<file path="config.mk">
export PLATFORM = sky130hd
export DESIGN_NAME = latched_irq_ctrl
export DESIGN_NICKNAME = d
export VERILOG_FILES = /design/src/rtl/irq_ctrl_pkg.sv /design/src/rtl/irq_sync.sv /design/src/rtl/irq_edge_latch.sv /design/src/rtl/irq_regif.sv /design/src/rtl/latched_irq_ctrl.sv
export SDC_FILE = /design/constraint.sdc
export NUM_CORES = 1
export LEC_CHECK = 0
export ABC_AREA = 1
export BUFFER_PORTS_ARGS = -buffer_cell sky130_fd_sc_hd__buf_2
export CAP_MARGIN = 20
export CORE_MARGIN = 5
export CORE_UTILIZATION = 40
export DETAILED_ROUTE_END_ITERATION = 8
export GPL_ROUTABILITY_DRIVEN = 0
export PLACE_DENSITY = 0.69
export SLEW_MARGIN = 20
export SYNTH_ARGS = -nofsm -noshare
export SYNTH_HDL_FRONTEND = slang
export SYNTH_SLANG_ARGS = --single-unit
</file>
<file path="constraint.sdc">
create_clock -name clk -period 0.9 [get_ports clk]
set_input_delay 0.045 -clock clk [delete_from_list [all_inputs] [get_ports clk]]
set_output_delay 0.045 -clock clk [all_outputs]
set_load 0.03 [all_outputs]
</file>
<file path="src/rtl/irq_ctrl_pkg.sv">
package irq_ctrl_pkg;
  localparam int NSRC_DEF = 4;
  localparam int AW_DEF   = 2;

  // Bit position of each source in every register
  typedef enum int {
    SRC_LOS   = 0,
    SRC_DRVF  = 1,
    SRC_ALARM = 2,
    SRC_LOOP  = 3
  } src_idx_e;

  typedef enum logic [1:0] {
    ADDR_MASK = 2'd0,
    ADDR_LIVE = 2'd1,
    ADDR_FLAG = 2'd2,
    ADDR_NONE = 2'd3
  } reg_addr_e;
endpackage

</file>
<file path="src/rtl/irq_sync.sv">
module irq_sync #(
  parameter int W      = 4,
  parameter int STAGES = 2
) (
  input  logic         clk,
  input  logic         rst_n,
  input  logic [W-1:0] d_i,
  output logic [W-1:0] q_o
);
  logic [W-1:0] stage_q [STAGES];

  genvar s;
  generate
    for (s = 0; s < STAGES; s++) begin : g_stage
      logic [W-1:0] stage_d;
      if (s == 0) begin : g_first
        always_comb stage_d = d_i;
      end else begin : g_next
        always_comb stage_d = stage_q[s-1];
      end
      always_ff @(posedge clk or negedge rst_n) begin
        if (!rst_n) stage_q[s] <= '0;
        else        stage_q[s] <= stage_d;
      end
    end
  endgenerate

  assign q_o = stage_q[STAGES-1];
endmodule

</file>
<file path="src/rtl/irq_edge_latch.sv">
module irq_edge_latch #(
  parameter int W = 4
) (
  input  logic         clk,
  input  logic         rst_n,
  input  logic [W-1:0] live_i,
  input  logic [W-1:0] mask_i,
  input  logic         clr_i,
  output logic [W-1:0] prev_o,
  output logic [W-1:0] flag_o
);
  logic [W-1:0] prev_q;
  logic [W-1:0] flag_q, flag_d;
  logic [W-1:0] chg;
  logic         flag_en;

  always_comb begin
    chg     = live_i ^ prev_q;
    // set has priority over the clearing read
    flag_d  = ((flag_q & ~{W{clr_i}}) | chg) & mask_i;
    flag_en = clr_i | (|chg) | (|(flag_q & ~mask_i));
  end

  always_ff @(posedge clk or negedge rst_n) begin
    if (!rst_n) prev_q <= '0;
    else        prev_q <= live_i;
  end

  always_ff @(posedge clk or negedge rst_n) begin
    if (!rst_n)       flag_q <= '0;
    else if (flag_en) flag_q <= flag_d;
  end

  assign prev_o = prev_q;
  assign flag_o = flag_q;
endmodule

</file>
<file path="src/rtl/irq_regif.sv">
module irq_regif
  import irq_ctrl_pkg::*;
#(
  parameter int W  = 4,
  parameter int AW = 2
) (
  input  logic          clk,
  input  logic          rst_n,
  input  logic          sel_i,
  input  logic          we_i,
  input  logic [AW-1:0] addr_i,
  input  logic [W-1:0]  wdata_i,
  input  logic [W-1:0]  live_i,
  input  logic [W-1:0]  flag_i,
  output logic [W-1:0]  mask_o,
  output logic [W-1:0]  rdata_o,
  output logic          clr_o
);
  logic [W-1:0] mask_q, mask_d;
  logic         mask_en;

  always_comb begin
    mask_en = sel_i & we_i & (addr_i == AW'(ADDR_MASK));
    mask_d  = wdata_i;
    clr_o   = sel_i & ~we_i & (addr_i == AW'(ADDR_LIVE));
    case (addr_i)
      AW'(ADDR_MASK): rdata_o = mask_q;
      AW'(ADDR_LIVE): rdata_o = live_i;
      AW'(ADDR_FLAG): rdata_o = flag_i;
      default:        rdata_o = '0;
    endcase
  end

  always_ff @(posedge clk or negedge rst_n) begin
    if (!rst_n)       mask_q <= '0;
    else if (mask_en) mask_q <= mask_d;
  end

  assign mask_o = mask_q;
endmodule

</file>
<file path="src/rtl/latched_irq_ctrl.sv">
module latched_irq_ctrl
  import irq_ctrl_pkg::*;
#(
  parameter int NSRC        = NSRC_DEF,
  parameter int AW          = AW_DEF,
  parameter int SYNC_STAGES = 2
) (
  input  logic            clk,
  input  logic            rst_n,
  input  logic [NSRC-1:0] cond_i,
  input  logic            bus_sel,
  input  logic            bus_we,
  input  logic [AW-1:0]   bus_addr,
  input  logic [NSRC-1:0] bus_wdata,
  output logic [NSRC-1:0] bus_rdata,
  output logic            irq_oe,
  output logic            irq_hiz
);
  logic [1:0]      rst_pipe_q;
  logic            rst_s;
  logic [NSRC-1:0] live_q, prev_q, flag_q, mask_q;
  logic            clr_live;

  // asynchronous assert, synchronous release
  always_ff @(posedge clk or negedge rst_n) begin
    if (!rst_n) rst_pipe_q <= 2'b00;
    else        rst_pipe_q <= {rst_pipe_q[0], 1'b1};
  end
  assign rst_s = rst_pipe_q[1];

  irq_sync #(.W(NSRC), .STAGES(SYNC_STAGES)) u_sync (
    .clk(clk), .rst_n(rst_s), .d_i(cond_i), .q_o(live_q)
  );

  irq_edge_latch #(.W(NSRC)) u_latch (
    .clk(clk), .rst_n(rst_s), .live_i(live_q), .mask_i(mask_q),
    .clr_i(clr_live), .prev_o(prev_q), .flag_o(flag_q)
  );

  irq_regif #(.W(NSRC), .AW(AW)) u_regs (
    .clk(clk), .rst_n(rst_s), .sel_i(bus_sel), .we_i(bus_we),
    .addr_i(bus_addr), .wdata_i(bus_wdata), .live_i(live_q),
    .flag_i(flag_q), .mask_o(mask_q), .rdata_o(bus_rdata), .clr_o(clr_live)
  );

  assign irq_oe  = |flag_q;
  assign irq_hiz = ~irq_oe;
endmodule

</file>
Word level (Yosys, flattened, before mapping). Index checks and enable logic that the tools add are counted.

Register bits: 22. Output and inout port bits: 6.

Equal/unequal tests: 2. Muxes and demuxes: 1. Bitwise operators: 15. Reductions and logical operators: 4.

Operator list (count): bitwise AND 4 bit (3); one-hot mux 4 bit (3 select lines) (1); OR reduction 4 bit (3); inverter 4 bit (2); bitwise AND 1 bit (4); OR 4 bit (1); bitwise XOR 4 bit (1); == test 2 x 1 -> 1 bit, second input constant (1); == test 2 bit, second input constant (1); logical NOT 2 bit (1); inverter 1 bit (2); OR 1 bit (2).

Depth between registers and ports, before layout.
Depth in word-level cells: 7. Gate-level depth with buffers: 5. Depth with buffers taken out: 5.

Cells and area by module. A second synthesis with hierarchy kept.

Cells, all modules: 102. Area, all modules: 917.1 sq um.

Modules (own cells, without submodules): irq_edge_latch (times used 1, cells an instance 41, area an instance 344.1 sq um, sequential area each 200.2 sq um); irq_regif (times used 1, cells an instance 41, area an instance 284.0 sq um, sequential area each 100.1 sq um); irq_sync (times used 1, cells an instance 8, area an instance 200.2 sq um, sequential area each 200.2 sq um); latched_irq_ctrl (times used 1, cells an instance 12, area an instance 88.8 sq um, sequential area each 50.0 sq um).

Worst setup path after synthesis. OpenSTA, ideal clock, no wires.

Path type: flip-flop to output port. Start point: register u_latch.flag_q[1] (netlist: u_latch.flag_o[1]). End point: output port irq_hiz. Data arrival time: 1.103 ns. Data required time: 0.855 ns. Path slack: -0.248 ns. Cell stages (with the launch flop): 4. Buffers on the path: 0. Cell sequence: dfrtp_1 -> inv_1 -> nand4_1 -> inv_1.

Longest elaborated chain between the ends: 2.

Ends and longest elaborated chain: start: declaration (RTL line irq_edge_latch.sv:13) `logic [W-1:0] flag_q, flag_d;`; start signal: assignment (RTL line irq_edge_latch.sv:31) `else if (flag_en) flag_q <= flag_d;`; OR reduction 4 bit (RTL line latched_irq_ctrl.sv:46) `assign irq_oe = |flag_q;`; via irq_oe (RTL line latched_irq_ctrl.sv:16) `output logic irq_oe,`; inverter 1 bit (RTL line latched_irq_ctrl.sv:47) `assign irq_hiz = ~irq_oe;`; end: declaration (RTL line latched_irq_ctrl.sv:17) `output logic irq_hiz`.

The timed path passes the listed nets, and every way through them passes these cells.

Worst setup path after layout.
Start point: register u_latch.flag_q[3] (netlist: u_latch.flag_o[3]). End point: output port irq_hiz.

Longest elaborated chain between the ends: 2.

Ends and longest elaborated chain (RTL line): OR reduction 4 bit (latched_irq_ctrl.sv:46); inverter 1 bit (latched_irq_ctrl.sv:47).

No other way between the ends.

==> run metrics <==
synth-to-layout area growth=36.8%; worst-case clock skew=0.789 ps; RR Endpoint=u_latch.flag_o[2]; CP Class=register to primary output; Die Wd=55.8 um; commonest non-fill, non-tap cell in the layout=dfrtp_1; antenna violations before repair=0; Register-to-Register Path Depth=3; Startpoint Class=register; unrepaired setup endpoints after global routing=true; min cycle time layout=1120 ps; drt initial violations=9; Clock Root Buffer=clkbuf_4; pin count of the biggest net entering global routing=21; synth unique cells=14; fmax=894 MHz; CTS tree=built; # diodes=0; final wirelength=1450 um; max-slew violation count=0; io pins=20; vias per cell=4.37; H-tree depth=1; highest fanout seen on the critical path=2; DRC Markers=0; Period Utilization, post-route=124%; total grt overflow=0; Worst EP arrival=1070 ps; Initial Utilization=42.4%; TritonCTS buffer count=3; Yosys reg bits=22; Final nets=129; Vias=612; synthesized area=840 sq um; Core ar.=1980 sq um; Mapped Cells=77; HP Class=input pin to asynchronous set/reset pin; Die Span Y=55.8 um; vias in the first global route=589; Tot Pwr=2.06 mW; failing checks=negative setup slack; Final Hold Fails=0; number of I/O port buffers=19; clock-pin transition on the worst setup and hold timing paths=100 ps; first-pass GRT wire length=2480 um; Avg WL per Cell=10.4 um; PD cells=1800 nW/um^2; Synth Warn #=0; clk buf depth=2; DRT antenna net count=0; DP HPWL=1080 um; Net Count, Synth=91; drt pass-1 iters=4; Seq/Total Area, Yosys=65.6%; die area=3120 sq um; Max Cap Viol=0; FP Rows=16; worst flop-to-flop path startpoint=u_sync.q_o[2]; synthesized area per cell=10.9 sq um; layout cells sized above 1=33.6%; most frequent cells in the layout=dfrtp_1, nand2_1, buf_2; Max IR drop VDD=0.993 mV; r2r setup slk=20 ps; Setup-failing EPs final=6; leakage=0.561 nW; Data required, critical path=850 ps; CP Capture Type=primary output; status=finished, violations left; final worst slack=-219 ps; hold slack final=57.4 ps; Total GRT Usage=9.98%; clock latency on the worst-skew pair=280 ps; Clock Sinks=22
[where the power goes]
group          total, mW  internal [mW]  switching [mW]  leakage [nW]
sequential          1.15           1.08          0.0670         0.266
clock              0.398          0.155           0.243        0.0138
combinational      0.517          0.233           0.285         0.281
total               2.06           1.47           0.595         0.561
[metrics by stage]
stage	setup slack, ps	instances	TNS, ps	cell area (sq um)	util, %
after detailed placement	52.1	124	0	976	49.2
after global placement	64.3	124	0	976	49.2
after floorplan	-190	77	-300	840	-
after global routing	-320	140	-1750	1150	58.0
after CTS	-236	137	-1330	1110	56.1
final	-219	140	-1210	1150	58.0
[flip-flops by register name, summed over array words and instances (netlist names)]
register	count
u_latch.flag_o	4
u_latch.prev_o	4
u_regs.mask_o	4
u_sync.g_stage.stage_d	4
u_sync.q_o	4
rst_pipe_q	2
[synthesized netlist by cell type]
library cell / n / area, sq um
dfrtp_1: 22 / 551
nand2_1: 17 / 63.8
inv_1: 15 / 56.3
a21oi_1: 4 / 20.0
o211ai_1: 4 / 30.0
xnor2_1: 4 / 35.0
o21ai_1: 3 / 15.0
nor2_4: 2 / 22.5
conb_1: 1 / 3.75
nand2_2: 1 / 6.26
nand3_4: 1 / 17.5
nand4_1: 1 / 6.26
nor2_1: 1 / 3.75
o21ai_2: 1 / 8.76
[cell families after synthesis]
family / synth area share [%]
AOI/OAI and AO/OA: 8.79
and+or+nand+nor: 14.3
buffers and inverters: 6.71
xor gates and xnor gates: 4.17
other: 0.447
DFF: 65.6
[how the worst max path moves through the flow]
stage | end | startpoint | slack, ps
after floorplan | irq_hiz | u_latch.flag_o[1] | -190
after global placement | irq_hiz | u_latch.flag_o[1] | 60
after detailed placement | bus_rdata[1] | bus_addr[0] | 50
after CTS | irq_oe | u_latch.flag_o[1] | -240
after global routing | irq_hiz | u_latch.flag_o[0] | -320
final | irq_hiz | u_latch.flag_o[3] | -220
[worst max-delay path: stages, from the launching register on]
cell and delay [ps]:
dfrtp_1 390, inv_1 70, nand4_1 130, inv_2 80, buf_6 120
[final cells by class]
type                            instances  area [sq um]
Tap cell                               27          33.8
Clock buffer                            3          22.5
Inverter                               15          56.3
Sequential cell                        22           551
Fill cell                             176           833
Multi-Input combinational cell         40           244
Timing Repair Buffer                   33           241
[metal layers]
| metal | GRT usage [%] | share of wire [%] |
|---|---|---|
| met3 | 3.02 | 7.4 |
| met4 | 5.08 | 0.62 |
| met5 | 0 | 0 |
| met1 | 11.7 | 46 |
| met2 | 16.4 | 46 |
[timing repair]
item / CTS / global route
pin swaps: 2 / 5
setup buffers: 1 / 4
endpoints found under the setup margin: 6 / 7
resized for setup: 6 / 7
hold buffers: 9 / 0
gates cloned: 0 / 0
hold endpoints to repair: 10 / 0
Power figures use the tool's default switching activity.
